[src/rtl/ucs_pkg.sv]
package ucs_pkg;
  localparam int unsigned DATA_W = 8;

  localparam logic [2:0] OFS_MODE = 3'd0;
  localparam logic [2:0] OFS_STAT = 3'd1;
  localparam logic [2:0] OFS_CMD  = 3'd2;
  localparam logic [2:0] OFS_BUF  = 3'd3;

  localparam logic [2:0] MISC_PTR    = 3'd1;
  localparam logic [2:0] MISC_RXRST  = 3'd2;
  localparam logic [2:0] MISC_TXRST  = 3'd3;
  localparam logic [2:0] MISC_ERRCLR = 3'd4;
  localparam logic [2:0] MISC_BRKCLR = 3'd5;

  typedef struct packed {
    logic rx_on;
    logic rx_off;
    logic tx_on;
    logic tx_off;
    logic ptr_rst;
    logic rx_rst;
    logic tx_rst;
    logic err_clr;
    logic brk_clr;
  } cmd_t;
endpackage

[src/rtl/ucs_cmd_decode.sv]
module ucs_cmd_decode
  import ucs_pkg::*;
(
  input  logic       strobe,
  input  logic [6:0] code,
  output cmd_t       act
);
  always_comb begin
    act = '0;
    if (strobe) begin
      act.rx_on  = code[0];
      act.rx_off = code[1];
      act.tx_on  = code[2];
      act.tx_off = code[3];
      case (code[6:4])
        MISC_PTR:    act.ptr_rst = 1'b1;
        MISC_RXRST:  act.rx_rst  = 1'b1;
        MISC_TXRST:  act.tx_rst  = 1'b1;
        MISC_ERRCLR: act.err_clr = 1'b1;
        MISC_BRKCLR: act.brk_clr = 1'b1;
        default:     ;
      endcase
    end
  end
endmodule

[src/rtl/ucs_fifo.sv]
module ucs_fifo #(
  parameter int unsigned WIDTH = 8,
  parameter int unsigned DEPTH = 4
) (
  input  logic             clk,
  input  logic             rst_n,
  input  logic             flush,
  input  logic             push,
  input  logic [WIDTH-1:0] din,
  input  logic             pop,
  output logic [WIDTH-1:0] dout,
  output logic             empty,
  output logic             full
);
  localparam int unsigned AW = (DEPTH > 1) ? $clog2(DEPTH) : 1;
  localparam int unsigned CW = $clog2(DEPTH + 1);
  localparam logic [AW-1:0] LAST = AW'(DEPTH - 1);
  localparam logic [CW-1:0] FULLCNT = CW'(DEPTH);

  logic [WIDTH-1:0] mem [DEPTH];
  logic [AW-1:0] rd_q, rd_d, wr_q, wr_d;
  logic [CW-1:0] cnt_q, cnt_d;
  logic do_push, do_pop;

  function automatic logic [AW-1:0] step(input logic [AW-1:0] p);
    return (p == LAST) ? '0 : p + 1'b1;
  endfunction

  assign empty   = (cnt_q == '0);
  assign full    = (cnt_q == FULLCNT);
  assign do_push = push & ~full & ~flush;
  assign do_pop  = pop & ~empty & ~flush;
  assign dout    = mem[rd_q];

  always_comb begin
    rd_d  = rd_q;
    wr_d  = wr_q;
    cnt_d = cnt_q;
    if (flush) begin
      rd_d  = '0;
      wr_d  = '0;
      cnt_d = '0;
    end else begin
      if (do_push) wr_d = step(wr_q);
      if (do_pop)  rd_d = step(rd_q);
      case ({do_push, do_pop})
        2'b10:   cnt_d = cnt_q + 1'b1;
        2'b01:   cnt_d = cnt_q - 1'b1;
        default: cnt_d = cnt_q;
      endcase
    end
  end

  always_ff @(posedge clk or negedge rst_n) begin
    if (!rst_n) begin
      rd_q  <= '0;
      wr_q  <= '0;
      cnt_q <= '0;
    end else begin
      rd_q  <= rd_d;
      wr_q  <= wr_d;
      cnt_q <= cnt_d;
    end
  end

  always_ff @(posedge clk) begin
    if (do_push) mem[wr_q] <= din;
  end
endmodule

[src/rtl/uart_ctrl_regs.sv]
module uart_ctrl_regs
  import ucs_pkg::*;
#(
  parameter int unsigned RX_DEPTH = 4,
  parameter int unsigned TX_DEPTH = 2
) (
  input  logic        clk,
  input  logic        rst_n,
  input  logic        bus_en,
  input  logic        bus_wr,
  input  logic [2:0]  bus_word,
  input  logic [7:0]  bus_wdata,
  output logic [7:0]  bus_rdata,
  output logic [7:0]  tx_data,
  output logic        tx_valid,
  input  logic        tx_ready,
  input  logic        rx_stb,
  input  logic [7:0]  rx_byte,
  input  logic        rx_perr,
  input  logic        rx_ferr,
  input  logic        rx_brk,
  output logic [7:0]  cfg_mode1,
  output logic [7:0]  cfg_mode2,
  output logic [7:0]  cfg_clksel,
  output logic        rx_on,
  output logic        tx_on
);
  localparam int unsigned RXW = DATA_W + 2;

  logic acc_mode, wr_csel, wr_cmd, wr_buf, rd_buf;
  cmd_t act;

  logic [7:0] mode1_q, mode1_d, mode2_q, mode2_d, csel_q, csel_d, hold_q, hold_d;
  logic ptr_q, ptr_d, rxen_q, rxen_d, txen_q, txen_d;
  logic ovr_q, ovr_d, brk_q, brk_d, brkchg_q, brkchg_d;
  logic hfull_q, hfull_d, launch_q, launch_d;

  logic rx_take, rx_store, rx_empty, rx_full;
  logic [RXW-1:0] rx_head;
  logic tx_empty, tx_full, tx_xfer, tx_pop, hold_load;
  logic [7:0] status;

  assign acc_mode = bus_en & (bus_word == OFS_MODE);
  assign wr_csel  = bus_en & bus_wr & (bus_word == OFS_STAT);
  assign wr_cmd   = bus_en & bus_wr & (bus_word == OFS_CMD);
  assign wr_buf   = bus_en & bus_wr & (bus_word == OFS_BUF);
  assign rd_buf   = bus_en & ~bus_wr & (bus_word == OFS_BUF);

  ucs_cmd_decode u_dec (.strobe(wr_cmd), .code(bus_wdata[6:0]), .act(act));

  // receive side
  assign rx_take  = rx_stb & rxen_q & ~act.rx_rst;
  assign rx_store = rx_take & ~rx_brk;

  ucs_fifo #(.WIDTH(RXW), .DEPTH(RX_DEPTH)) u_rxq (
    .clk(clk), .rst_n(rst_n), .flush(act.rx_rst),
    .push(rx_store), .din({rx_perr, rx_ferr, rx_byte}),
    .pop(rd_buf), .dout(rx_head), .empty(rx_empty), .full(rx_full)
  );

  // transmit side
  assign hold_load = wr_buf & ~hfull_q;
  assign tx_xfer   = hfull_q & ~tx_full & ~act.tx_rst;
  assign tx_valid  = ~tx_empty & (txen_q | launch_q);
  assign tx_pop    = tx_valid & tx_ready;

  ucs_fifo #(.WIDTH(DATA_W), .DEPTH(TX_DEPTH)) u_txq (
    .clk(clk), .rst_n(rst_n), .flush(act.tx_rst),
    .push(tx_xfer), .din(hold_q),
    .pop(tx_pop), .dout(tx_data), .empty(tx_empty), .full(tx_full)
  );

  assign status = {brkchg_q,
                   rx_head[RXW-2] & ~rx_empty,
                   rx_head[RXW-1] & ~rx_empty,
                   ovr_q,
                   ~hfull_q & tx_empty,
                   ~hfull_q,
                   rx_full,
                   ~rx_empty};

  always_comb begin
    case (bus_word)
      OFS_MODE: bus_rdata = ptr_q ? mode2_q : mode1_q;
      OFS_STAT: bus_rdata = status;
      OFS_BUF:  bus_rdata = rx_empty ? 8'h00 : rx_head[DATA_W-1:0];
      default:  bus_rdata = 8'h00;
    endcase
  end

  always_comb begin
    mode1_d  = mode1_q;
    mode2_d  = mode2_q;
    csel_d   = csel_q;
    ptr_d    = ptr_q;
    rxen_d   = rxen_q;
    txen_d   = txen_q;
    ovr_d    = ovr_q;
    brk_d    = brk_q;
    brkchg_d = brkchg_q;
    hold_d   = hold_q;
    hfull_d  = hfull_q;
    launch_d = launch_q;

    if (acc_mode && bus_wr) begin
      if (ptr_q) mode2_d = bus_wdata;
      else       mode1_d = bus_wdata;
    end
    if (act.ptr_rst)   ptr_d = 1'b0;
    else if (acc_mode) ptr_d = 1'b1;
    if (wr_csel) csel_d = bus_wdata;

    if (act.rx_rst || act.rx_off) rxen_d = 1'b0;
    else if (act.rx_on)           rxen_d = 1'b1;
    if (act.tx_rst || act.tx_off) txen_d = 1'b0;
    else if (act.tx_on)           txen_d = 1'b1;

    if (act.rx_rst || act.err_clr) ovr_d = 1'b0;
    if (rx_store && rx_full)       ovr_d = 1'b1;

    if (act.brk_clr) brkchg_d = 1'b0;
    if (rx_take) begin
      brk_d = rx_brk;
      if (rx_brk != brk_q) brkchg_d = 1'b1;
    end

    if (act.tx_rst) begin
      hfull_d  = 1'b0;
      launch_d = 1'b0;
    end else begin
      if (hold_load) begin
        hold_d  = bus_wdata;
        hfull_d = 1'b1;
      end else if (tx_xfer) begin
        hfull_d = 1'b0;
      end
      if (tx_valid) launch_d = ~tx_ready;
    end
  end

  always_ff @(posedge clk or negedge rst_n) begin
    if (!rst_n) begin
      mode1_q  <= '0;
      mode2_q  <= '0;
      csel_q   <= '0;
      ptr_q    <= 1'b0;
      rxen_q   <= 1'b0;
      txen_q   <= 1'b0;
      ovr_q    <= 1'b0;
      brk_q    <= 1'b0;
      brkchg_q <= 1'b0;
      hold_q   <= '0;
      hfull_q  <= 1'b0;
      launch_q <= 1'b0;
    end else begin
      mode1_q  <= mode1_d;
      mode2_q  <= mode2_d;
      csel_q   <= csel_d;
      ptr_q    <= ptr_d;
      rxen_q   <= rxen_d;
      txen_q   <= txen_d;
      ovr_q    <= ovr_d;
      brk_q    <= brk_d;
      brkchg_q <= brkchg_d;
      hold_q   <= hold_d;
      hfull_q  <= hfull_d;
      launch_q <= launch_d;
    end
  end

  assign cfg_mode1  = mode1_q;
  assign cfg_mode2  = mode2_q;
  assign cfg_clksel = csel_q;
  assign rx_on      = rxen_q;
  assign tx_on      = txen_q;
endmodule

[config.mk]
export PLATFORM = sky130hd
export DESIGN_NAME = uart_ctrl_regs
export DESIGN_NICKNAME = d
export VERILOG_FILES = /design/src/rtl/ucs_pkg.sv /design/src/rtl/ucs_cmd_decode.sv /design/src/rtl/ucs_fifo.sv /design/src/rtl/uart_ctrl_regs.sv
export SDC_FILE = /design/constraint.sdc
export NUM_CORES = 1
export LEC_CHECK = 0
export BUFFER_PORTS_ARGS = -buffer_cell sky130_fd_sc_hd__buf_2
export CORE_UTILIZATION = 60
export DETAILED_ROUTE_END_ITERATION = 12
export PLACE_DENSITY_LB_ADDON = 0.25
export SYNTH_ARGS = -nofsm -noshare
export SYNTH_HDL_FRONTEND = slang
export SYNTH_SLANG_ARGS = --single-unit
[constraint.sdc]
create_clock -name clk -period 4 [get_ports clk]
set_input_delay 0.4 -clock clk [delete_from_list [all_inputs] [get_ports clk]]
set_output_delay 0.4 -clock clk [all_outputs]
set_load 0.005 [all_outputs]
## Yosys cells after proc, flatten, opt, wreduce, memory -nomap -nowiden

Memory sizes are Yosys's and may differ from the RTL's.
Index checks and enable logic that the tools add are counted.
W data, S select, Z words.

| word-level totals | value |
|---|---|
| bits in registers | 51 |
| bits in writable memories | 56 |
| input port bits | 28 |
| logic and storage cells | 151 |
| memories | 2 |

Memories:

| name | depth | width | read ports | clocked after Yosys merged registers in | wr ports | line | RTL |
|---|---|---|---|---|---|---|---|
| u_rxq.mem | 4 | 10 | 1 | 0 | 1 | ucs_fifo.sv:20 | `logic [WIDTH-1:0] mem [DEPTH];` |
| u_txq.mem | 2 | 8 | 1 | 0 | 1 | ucs_fifo.sv:20 |  |

| operators by class | value |
|---|---|
| add/subtract/negate cells | 8 |
| eq/ne operators | 17 |
| multiplexer cells | 45 |
| bitwise gates (word level) | 38 |
| reduce and logical (&&, ||, !) cells | 23 |

Operators with widths:

| operator | number |
|---|---|
| $mux W1 | 31 |
| $and A1 B1 Y1 | 26 |
| $pmux W8 S3 | 1 |
| $reduce_bool A2 Y1 | 9 |
| $mux W8 | 2 |
| $mux W2 | 7 |
| $eq A3 B2 Y1 const B | 4 |
| $not A1 Y1 | 11 |
| $eq A2 B2 Y1 const B | 5 |
| $eq A3 B3 Y1 const B | 3 |
| $mux W9 | 1 |
| $reduce_bool A3 Y1 | 3 |
| $add A2 B1 Y2 const B | 3 |
| $eq A3 B1 Y1 const B | 2 |
| $logic_not A3 Y1 | 2 |
| $pmux W3 S2 | 1 |
| $reduce_and A2 Y1 | 3 |
| $eq A2 B1 Y1 const B | 2 |
| $pmux W2 S2 | 1 |
| $add A3 B1 Y3 const B | 1 |
| $logic_or A1 B1 Y1 | 3 |
| $mux W3 | 1 |
| $sub A3 B1 Y3 const B | 1 |
| $add A1 B1 Y1 const B | 2 |
| 5 further kinds | 6 |

## Logic depth before layout (Yosys ltp)

Gate-level depths: netlist of the first run.

| logic depth | value |
|---|---|
| depth after elaboration | 11 |
| gate-level depth with buffers | 9 |
| gate-level depth less buffers | 8 |

## Cells and area by module

Synthesis of the first run repeated with hierarchy kept, for this count alone.

| second synthesis, totals | value |
|---|---|
| cells, all modules | 317 |
| area, all modules | 4,837.1 um^2 |

Modules (own cells, without submodules):

| module | times used | cells an instance | area each (um^2) | sequential area each (um^2) |
|---|---|---|---|---|
| ucs_fifo at u_rxq | 1 | 117 | 2,080.7 | 1,376.3 |
| uart_ctrl_regs | 1 | 141 | 1,871.8 | 1,001.0 |
| ucs_fifo at u_txq | 1 | 50 | 794.5 | 580.6 |
| ucs_cmd_decode | 1 | 9 | 90.1 | 0.0 |

## Least setup slack after synthesis of the first run

No wires, ideal clock.

| timing path | value |
|---|---|
| path type | register to register |
| from | register u_rxq.cnt_q[1] |
| to | register u_rxq.cnt_q[2] |
| library setup time | 124 ps |
| data arrival time | 1,854 ps |
| data required time | 3,876 ps |
| path slack | 2,022 ps |
| cell stages (with the launch flop) | 10 |
| buffers on the path | 1 |
| cell sequence | dfrtp_1 > or3b_1 > and2_0 > clkbuf_2 > nor2_1 > fa_1 > inv_1 > o31a_2 > o211a_1 > a211o_1 |

| between the ends | value |
|---|---|
| cells in the longest elaborated chain, start to end | 7 |
| elaborated cells on any way between the ends | 15 |
| those cells by class | add/sub: 2; eq/ne: 3; mux: 2; bitwise: 6; reduce/logical: 2 |

Ends and longest elaborated chain:

| item | line | RTL |
|---|---|---|
| from (decl) | ucs_fifo.sv:22 | `logic [CW-1:0] cnt_q, cnt_d;` |
| from (signal assigned) | ucs_fifo.sv:62 | `cnt_q <= cnt_d;` |
| $eq A3 B3 Y1 or $logic_not A3 Y1 (tied branches) | ucs_fifo.sv:30, ucs_fifo.sv:29 |  |
| $not A1 Y1 (on tied branches) | ucs_fifo.sv:31, ucs_fifo.sv:32 |  |
| $and A1 B1 Y1 (on tied branches) (2 in a row) | ucs_fifo.sv:31, ucs_fifo.sv:32 |  |
| $eq A2 B1 Y1 or $eq A2 B2 Y1 (tied branches) | ucs_fifo.sv:46 | `case ({do_push, do_pop})` |
| $pmux W3 S2 | ucs_fifo.sv:46 |  |
| $mux W3 | ucs_fifo.sv:39 | `if (flush) begin` |

Parallel ways exist; a longest one is shown, timed or not.
A chain may end at the register's enable or synchronous reset.

## Final worst setup path of the first run

| timing path | value |
|---|---|
| from | register u_rxq.rd_q[0] |
| to | output bus_rdata[3] |

| between the ends | value |
|---|---|
| cells in the longest elaborated chain, start to end | 3 |

Ends and longest elaborated chain:

| item | line | RTL |
|---|---|---|
| from (decl) | ucs_fifo.sv:21 | `logic [AW-1:0] rd_q, rd_d, wr_q, wr_d;` |
| from (signal assigned) | ucs_fifo.sv:60 | `rd_q <= rd_d;` |
| $mem_v2 Z4 W10 | - |  |
| $mux W8 | uart_ctrl_regs.sv:86 | `OFS_BUF: bus_rdata = rx_empty ? 8'h00 : rx_head[DATA_W-1:0];` |
| $pmux W8 S3 | uart_ctrl_regs.sv:83 | `case (bus_word)` |
| to (decl) | uart_ctrl_regs.sv:13 | `output logic [7:0] bus_rdata,` |

No other way between the ends.

==> results of run 1 <==
registers in the layout (all words and copies together) (netlist names):
| signal | count |
|---|---|
| cfg_mode2 | 8 |
| rx_on | 1 |
| u_txq.wr_q | 1 |
| ptr_q | 1 |
| hfull_q | 1 |
| tx_on | 1 |
| u_rxq.mem | 40 |
| u_txq.rd_q | 1 |
| launch_q | 1 |
| cfg_mode1 | 8 |
| hold_q | 8 |
| brkchg_q | 1 |
| u_rxq.cnt_q | 3 |
| cfg_clksel | 8 |
| u_rxq.rd_q | 2 |
| brk_q | 1 |
| u_txq.cnt_q | 2 |
| u_rxq.wr_q | 2 |
| ovr_q | 1 |
| u_txq.mem | 16 |
final timing paths:
check / from / endpoint / slack [ps] / cells past startpoint
worst max-delay path: u_rxq.rd_q[0] / bus_rdata[3] / 1340 / 3
worst min-delay path: rst_n / u_rxq.cnt_q[0] / 140 / 2
worst max register to register: u_rxq.cnt_q[2] / u_rxq.cnt_q[2] / 1690 / 8
worst min register to register: hold_q[2] / u_txq.mem[1][2] / 480 / 0
max in group asynchronous: rst_n / cfg_clksel[0] / 3420 / 2
min in group clk: rx_byte[5] / u_rxq.mem[1][5] / 250 / 1
layout make-up:
| class | count | area (µm²) |
|---|---|---|
| Clock inverter | 6 | 76.3 |
| Clock buffer | 10 | 128 |
| Tap cell | 99 | 124 |
| Multi-Input combinational cell | 180 | 1610 |
| Fill cell | 524 | 2100 |
| Sequential cell | 107 | 2960 |
| Inverter | 5 | 18.8 |
| Timing Repair Buffer | 71 | 358 |
cell usage after synthesis (2+ instances only):
master,instances,area share
inv_1,5,0.0040
edfxtp_1,56,0.36
buf_2,5,0.0054
nor3_1,7,0.0075
o41ai_1,2,0.0038
dfrtp_1,51,0.27
nand2b_1,3,0.0040
mux2i_1,10,0.022
a21oi_1,6,0.0065
a221o_1,4,0.0086
and3_1,5,0.0067
mux2_2,43,0.10
nand3b_1,2,0.0032
nand3_1,6,0.0065
o21ai_0,6,0.0065
xor2_1,2,0.0038
mux4_2,10,0.049
nor3b_1,2,0.0032
or3_1,2,0.0027
nand2_1,13,0.011
clkbuf_1,7,0.0057
xnor2_1,4,0.0075
a22oi_1,2,0.0032
or3b_2,2,0.0038
o221ai_1,3,0.0057
ha_1,5,0.013
nor2_1,17,0.014
cells in the final DEF, fill, tap and decap left out, types with 6 or more instances in the layout:
cell type | netlist | layout
o21ai_0 | 6 | 6
buf_2 | 5 | 70
nand3_1 | 6 | 6
mux2i_1 | 10 | 10
nand2_1 | 13 | 13
mux4_2 | 10 | 10
clkbuf_8 | 0 | 9
nor3_1 | 7 | 7
mux2_2 | 43 | 43
edfxtp_1 | 56 | 56
nor2_1 | 17 | 17
a21oi_1 | 6 | 6
dfrtp_1 | 51 | 51
cell families (layout without fill, tap and decap cells):
kind of cell               count (synthesis)  after routing  synth area share
AOI/OAI and AO/OA                         32             32            0.0515
xor gates and xnor gates                   6              6            0.0113
adders and majority gates                  6              6            0.0178
buffers and inverters                     18             92            0.0162
DFF                                      107            107             0.637
muxes                                     63             63             0.174
and+or+nand+nor                           73             73            0.0919
per-layer routing:
layer / vias to the layer above / GRT usage
met5: - / 0
met4: 0 / 0.113
met3: 17 / 0.0431
met2: 109 / 0.406
met1: 1417 / 0.332
li1: 1299 / -
through the flow:
step	worst slack, ps	util	hold WS [ps]	instance area, µm²
detailed placement	1530	0.688	458	5070
global placement	1560	0.688	447	5070
CTS	1270	0.715	154	5270
finish	1340	0.715	136	5270
floorplan	2020	-	104	4640
global route	1110	0.715	183	5270
report_power, final:
group	internal (mW)	switching [mW]	total, mW	leakage [nW]
Clock	0.304	0.376	0.679	0.104
Combinational	0.399	0.300	0.700	0.975
Sequential	1.35	0.219	1.57	1.14
Total	2.05	0.895	2.95	2.22
==> results.toml, run 1 <==
[die]
die_h_um = 90.0
rows = 31
io_pins = 71
die_x_um = 90.0
die-area_um2 = 8090
design.core.area_um2 = 7370
start_util = 0.630

[logic_synthesis]
synth_flop_cell = "edfxtp_1"
synth.net_count = 339
avgSynthCellArea_um2 = 15.2
ys_ff_latch = 107
synthCells = 305
yosys_warnings = 0
synth.distinct_cells = 52
seq_area_frac_synth = 0.637
synth-edff-count = 56
synth_area_um2 = 4640
async_reset_ff_frac = 0.477

[drt]
vias = 2842
routed.top_layer = "met4"
via_per_inst = 5.95
wl_met1_mm = 4.02
detail_route.wl_per_cell_um = 19.7
drt-initial-drc-count = 176
wl_met2_mm = 4.67
drc_errors = 0
wl_met3_um = 542
detail-route-antenna-nets = 0
first_pass_iters = 5
wl_mm = 9.43

[sta]
finalCriticalPeriod_ps = 2660
hold_viol_final = 0
clock_skew_ps = 12.5
final-setup-viol-count = 0
finalCritPeriodShare = 0.666
grt_setup_unrepaired = "false"
slew_viol_final = 0
worstMarginPinSlew_ps = 1170
fmax_mhz = 375
relSlewSlack = 0.218
fin_setup_tns_ps = 0

[clock_tree]
clkSinkCount = 107
cts_buffers = 9
clk_latency_ps = 360
cts_max_level = 3
cts.path.max_buffers = 2
tritoncts = "built"
cts_resized = 0
cts_setup_buffers = 0
cts_root_buf = "clkbuf_8"
clk_pin_slew_ps = 100
cts_hold_buf = 0

[placed_design]
placed_cells = 462
io_buffers = 70
dp_hpwl_mm = 6.71
globalplace.congestion = 0.819

[grt]
grt_pass1_vias = 2956
grt_antenna_before_repair = 0
grt_usage = 0.249
grt_pass1_wl_mm = 15.2
grt_overflow = 0
grt_max_degree = 52

[setup_path]
start_kind = "flop"
path_buf_inv = 1
path_cells = "mux4_2 -> a221o_1 -> buf_2"
critPathCaptureType = "output port"
crit_slowest_cell = "dfrtp_1"
crit_arrival_ps = 2260
crit_path_max_fanout = 13
cp.required_ps = 3600
worstSetupPathType = "flop to output port"
critPathTopFamily = "flip-flops"
slowest_delay_ps = 800

[finish]
diodes = 0
layoutNonFillerInstCount = 478
nets = 408
syn_to_final_growth_pct = 13.6
drive_gt1_frac = 0.391

[run]
cap_violations = 0

[power_and_ir_drop]
total_power_mw = 2.95
p_per_area_nw_per_um2 = 559
leakagePower_nw = 2.22
ir_worst_vdd_v = 0.000319

[hold_path]
worstHoldPathType = "primary input to asynchronous set/reset pin"

[status]
status = "finished, final reports clean"
(Power assumes the default switching activity.)
==> run 2: changes to the inputs <==
Settings changed: CORE_UTILIZATION 60 to 51.
Clock period 4 ns to 2.3 ns, I/O delays scaled along.
==> run 2 against run 1 <==
Effect of this change: first-iteration DRC count is 30% lower; cell count is 4.0% higher; sequential share of layout area is 1.3 points lower; die area is 17% higher.
==> results.toml, run 2 (same netlist as run 1, synthesis figures left out) <==
[status]
status = "finished, final reports clean"

[grt]
grt_use_met2 = 0.356
busiest_layer = "met2"
grtUsageMet1 = 0.313
grt_overflow = 0
grt_pass1_vias = 2928
grtUsageMet3 = 0.0367
grt_usage = 0.221
grt_max_degree = 36
grt_pass1_wl_mm = 15.7
grt_antenna_before_repair = 0

[sta]
worstMarginPinSlew_ps = 1080
fmax_mhz = 450
clock_skew_ps = 15.9
fin_setup_tns_ps = 0
relSlewSlack = 0.274
final-setup-viol-count = 0
finalCritPeriodShare = 0.967
finalCriticalPeriod_ps = 2220
slew_viol_final = 0
hold_viol_final = 0
grt_setup_unrepaired = "false"

[setup_path]
rr_worst_depth = 8
crit_arrival_ps = 1990
r2r-end = "u_rxq.cnt_q[2]"
crit_end = "bus_rdata[3]"
start_kind = "flop"
rrSetupSlack_ps = 180
cp.required_ps = 2070
critPathLaunch = "u_rxq.rd_q[0]"
crit_path_max_fanout = 13
worstSetupPathType = "flop to output port"
reg2reg_from = "u_rxq.cnt_q[1]"
critPathCaptureType = "output port"

[finish]
diodes = 0
n_fill_cell = 676
final_cell_mix = "buf_2 (70), edfxtp_1 (56), dfrtp_1 (49), mux2_2 (43), nor2_1 (16)"
utilization = 0.617
largest_reg_flops = 40
drive_gt1_frac = 0.414
nets = 418
regMostFlops = "u_rxq.mem"
reg_top3 = "u_rxq.mem (40), u_txq.mem (16)"
layout_commonest_cell = "buf_2"
fin_area_um2 = 5410
syn_to_final_growth_pct = 16.4

[drt]
detail_route.wl_per_cell_um = 19.7
wl_mm = 9.78
vias = 2902
drc_errors = 0
first_pass_iters = 4
drt-initial-drc-count = 123
detail-route-antenna-nets = 0
via_per_inst = 5.84

[clock_tree]
cts_setup_buffers = 0
cts_root_buf = "clkbuf_8"
cts.path.max_buffers = 2
clkSinkCount = 107
cts_buffers = 9
clk_latency_ps = 370
tritoncts = "built"
cts_max_level = 3
clk_pin_slew_ps = 120

[die]
die_h_um = 97.4
die_x_um = 97.4
rows = 34
die-area_um2 = 9490
start_util = 0.530
io_pins = 71
design.core.area_um2 = 8760

[power_and_ir_drop]
p_per_area_nw_per_um2 = 983
ir_worst_vdd_v = 0.000501
total_power_mw = 5.31
leakagePower_nw = 2.28

[run]
cap_violations = 0

[placed_design]
io_buffers = 70
globalplace.congestion = 0.888
dp_hpwl_mm = 7.23
placed_area_um2 = 5160

[hold_path]
worstHoldPathType = "primary input to flop"
run 2: stage by stage:
stage,setup WS (ps),hold slack [ps],cells
after detailed placement,132,360,480
after global routing,11.3,43.9,497
after floorplan,322,-65.6,305
final,76.1,61.6,497
after CTS,19.2,46.6,497
after global placement,248,363,480
run 2: area by class of cell:
cell class | count | area [µm²] | area share
Inverter | 5 | 18.8 | 0.00347
Sequential cell | 107 | 2960 | 0.548
Tap cell | 108 | 135 | 0.0250
Timing Repair Buffer | 81 | 448 | 0.0829
Multi-Input combinational cell | 180 | 1610 | 0.298
Clock buffer | 9 | 124 | 0.0229
Clock inverter | 7 | 108 | 0.0199
run 2: how the worst min path moves through the flow:
stage / startpoint / endpoint / slack, ps / cells past startpoint
after floorplan: rst_n / brk_q / -70 / 0
after global placement: rst_n / launch_q / 360 / 1
after detailed placement: rst_n / launch_q / 360 / 1
after CTS: rx_byte[4] / u_rxq.mem[0][4] / 50 / 1
after global routing: rx_perr / u_rxq.mem[1][9] / 40 / 1
final: rx_byte[6] / u_rxq.mem[1][6] / 60 / 1
run 2: critical path: stages, from the launching register on:
cell	delay [ps]
dfrtp_1	400
buf_12	170
mux4_2	530
a221o_1	390
buf_2	140
run 2: repair_timing:
item                                    4_1_cts  5_1_grt
endpoints found under the hold margin        33        0
hold buffers                                  1        0
endpoints found under the setup margin        0        5
gates resized for setup                       0        4
run 2: report_power, final:
part           internal [mW]  switching (mW)  leakage (nW)
logic                  0.759           0.614          1.03
registers               2.35           0.315          1.14
clock network          0.557           0.718         0.117
total                   3.66            1.65          2.28
run 2: layer usage:
metal | vias up | part of all wire
met5 | - | 0
met4 | 0 | 0.011
met3 | 8 | 0.049
met2 | 93 | 0.50
met1 | 1473 | 0.44
li1 | 1328 | -
==> run 3: changes to the inputs <==
Settings changed: CORE_UTILIZATION 51 to 37.
==> run 3 against run 2 <==
Effect of this change: sequential share of layout area is 1.5 points lower; via count shrank 2.7%; die area increased by 37%; non-clock buffer count up 5; sequential power is essentially flat; register-to-register slack got worse by 40 ps; clock power grew 14%; combinational power is essentially flat; critical path depth unchanged; core utilization shrank 16 points; design area is 2.8% higher; largest power group unchanged; highest routed layer unchanged.
==> results.toml, run 3 (same netlist as run 1, synthesis figures left out) <==
[clock_tree]
clk_latency_ps = 340
cts_buffers = 9
clkSinkCount = 107
tritoncts = "built"
cts_max_level = 3
cts.path.max_buffers = 2
cts_root_buf = "clkbuf_16"
clk_pin_slew_ps = 70

[drt]
detail_route.wl_per_cell_um = 18.1
first_pass_iters = 4
via_per_inst = 5.03
wl_mm = 10.2
vias = 2825
drc_errors = 0
drt-initial-drc-count = 117
detail-route-antenna-nets = 0

[finish]
n_fill_cell = 1132
largest_reg_flops = 40
multi_input_area_um2 = 1610
reg_top3 = "u_rxq.mem (40), u_txq.mem (16)"
final_cell_mix = "buf_2 (70), edfxtp_1 (56), dfrtp_1 (51), mux2_2 (43), nor2_1 (17)"
utilization = 0.459
layout_commonest_cell = "buf_2"
regArea_um2 = 2960
diodes = 0
regMostFlops = "u_rxq.mem"
syn_to_final_growth_pct = 19.7
drive_gt1_frac = 0.409
nets = 423

[setup_path]
crit_path_max_fanout = 13
cp.required_ps = 2070
crit_slowest_cell = "mux4_2"
critPathCaptureType = "output port"
path_cells = "buf_6 -> mux4_2 -> a221o_1 -> buf_2"
start_kind = "flop"
crit_arrival_ps = 1970
slowest_delay_ps = 540
worstSetupPathType = "flop to output port"

[die]
die-area_um2 = 13000
rows = 40
design.core.area_um2 = 12100
die_h_um = 114
die_x_um = 114
start_util = 0.383
io_pins = 71

[sta]
final-setup-viol-count = 0
finalCriticalPeriod_ps = 2200
worstMarginPinSlew_ps = 633
hold_viol_final = 0
finalCritPeriodShare = 0.958
slew_viol_final = 0
grt_setup_unrepaired = "false"
relSlewSlack = 0.577
fmax_mhz = 454
fin_setup_tns_ps = 0
holdWs_ps = 106
layout_setup_ws_ps = 96.2
clock_skew_ps = 7.15

[power_and_ir_drop]
p_per_area_nw_per_um2 = 986
leakagePower_nw = 2.33
switchingPower_mw = 1.58
total_power_mw = 5.48
p_int_mw = 3.90
p_clk_frac = 0.266
ir_worst_vdd_v = 0.000679
seqPwrFrac = 0.484
switching_share = 0.287
p_comb_frac = 0.249

[placed_design]
io_buffers = 70
pre_cts_slack_ps = 91.5
globalplace.congestion = 0.835
dp_hpwl_mm = 7.50

[grt]
grt_overflow = 0
grt_pass1_vias = 2824
grt_max_degree = 25
grt_antenna_before_repair = 0
grt_usage = 0.166
grt_pass1_wl_mm = 15.7

[status]
status = "finished, final reports clean"

[hold_path]
worstHoldPathType = "primary input to flop"

[run]
cap_violations = 0
==> run 3: critical path, delay by kind of cell, from the launching register on <==
family	cells	cell delay, ps
multiplexers	1	540
AO/OA/AOI/OAI	1	400
flip-flops	1	340
buffers and inverters	2	340
==> run 3: power by group through the flow <==
stage               Combinational [mW]  Clock [mW]  Sequential, mW
floorplan                        0.907           0            2.59
global placement                  1.34           0            2.68
detailed placement                1.38           0            2.70
CTS                               1.38        1.49            2.66
global route                      1.51        1.56            2.70
finish                            1.37        1.46            2.65
==> run 3: per-layer routing <==
| layer | GRT usage | share of wire |
|---|---|---|
| met5 | 0 | 0 |
| met2 | 0.280 | 0.51 |
| met1 | 0.214 | 0.44 |
| met3 | 0.0367 | 0.038 |
| met4 | 0.0476 | 0.015 |
==> run 3: path summary, 6_finish.rpt <==
kind,depth (start not counted),to,slack [ps],start
max,4,bus_rdata[0],100,u_rxq.rd_q[0]
min,1,u_rxq.mem[3][1],110,rx_byte[1]
max reg2reg,8,u_rxq.cnt_q[2],140,u_rxq.cnt_q[1]
min reg2reg,0,u_txq.mem[1][1],470,hold_q[1]
max in group asynchronous,3,cfg_mode1[5],1250,rst_n
min in group asynchronous,2,u_txq.cnt_q[1],370,rst_n
==> run 3: area by class of cell <==
cell class | count | share of cell area
clock inverter | 3 | 0.00360
inverter | 5 | 0.00338
tap | 168 | 0.0378
sequential | 107 | 0.532
timing repair buffer | 86 | 0.0858
multi-input combinational | 180 | 0.290
clock buffer | 13 | 0.0473
==> run 3: metrics by stage <==
stage               std cells  cell area [µm²]
floorplan                 305             4640
global placement          545             5260
detailed placement        545             5260
CTS                       562             5550
global route              562             5560
finish                    562             5560
==> run 3: what timing repair did <==
| item | 4_1_cts | 5_1_grt |
|---|---|---|
| setup endpoints to repair | 0 | 3 |
| endpoints found under the hold margin | 15 | 0 |
| hold buffers | 1 | 0 |
| resized for setup | 0 | 2 |
| buffers inserted | 0 | 0 |
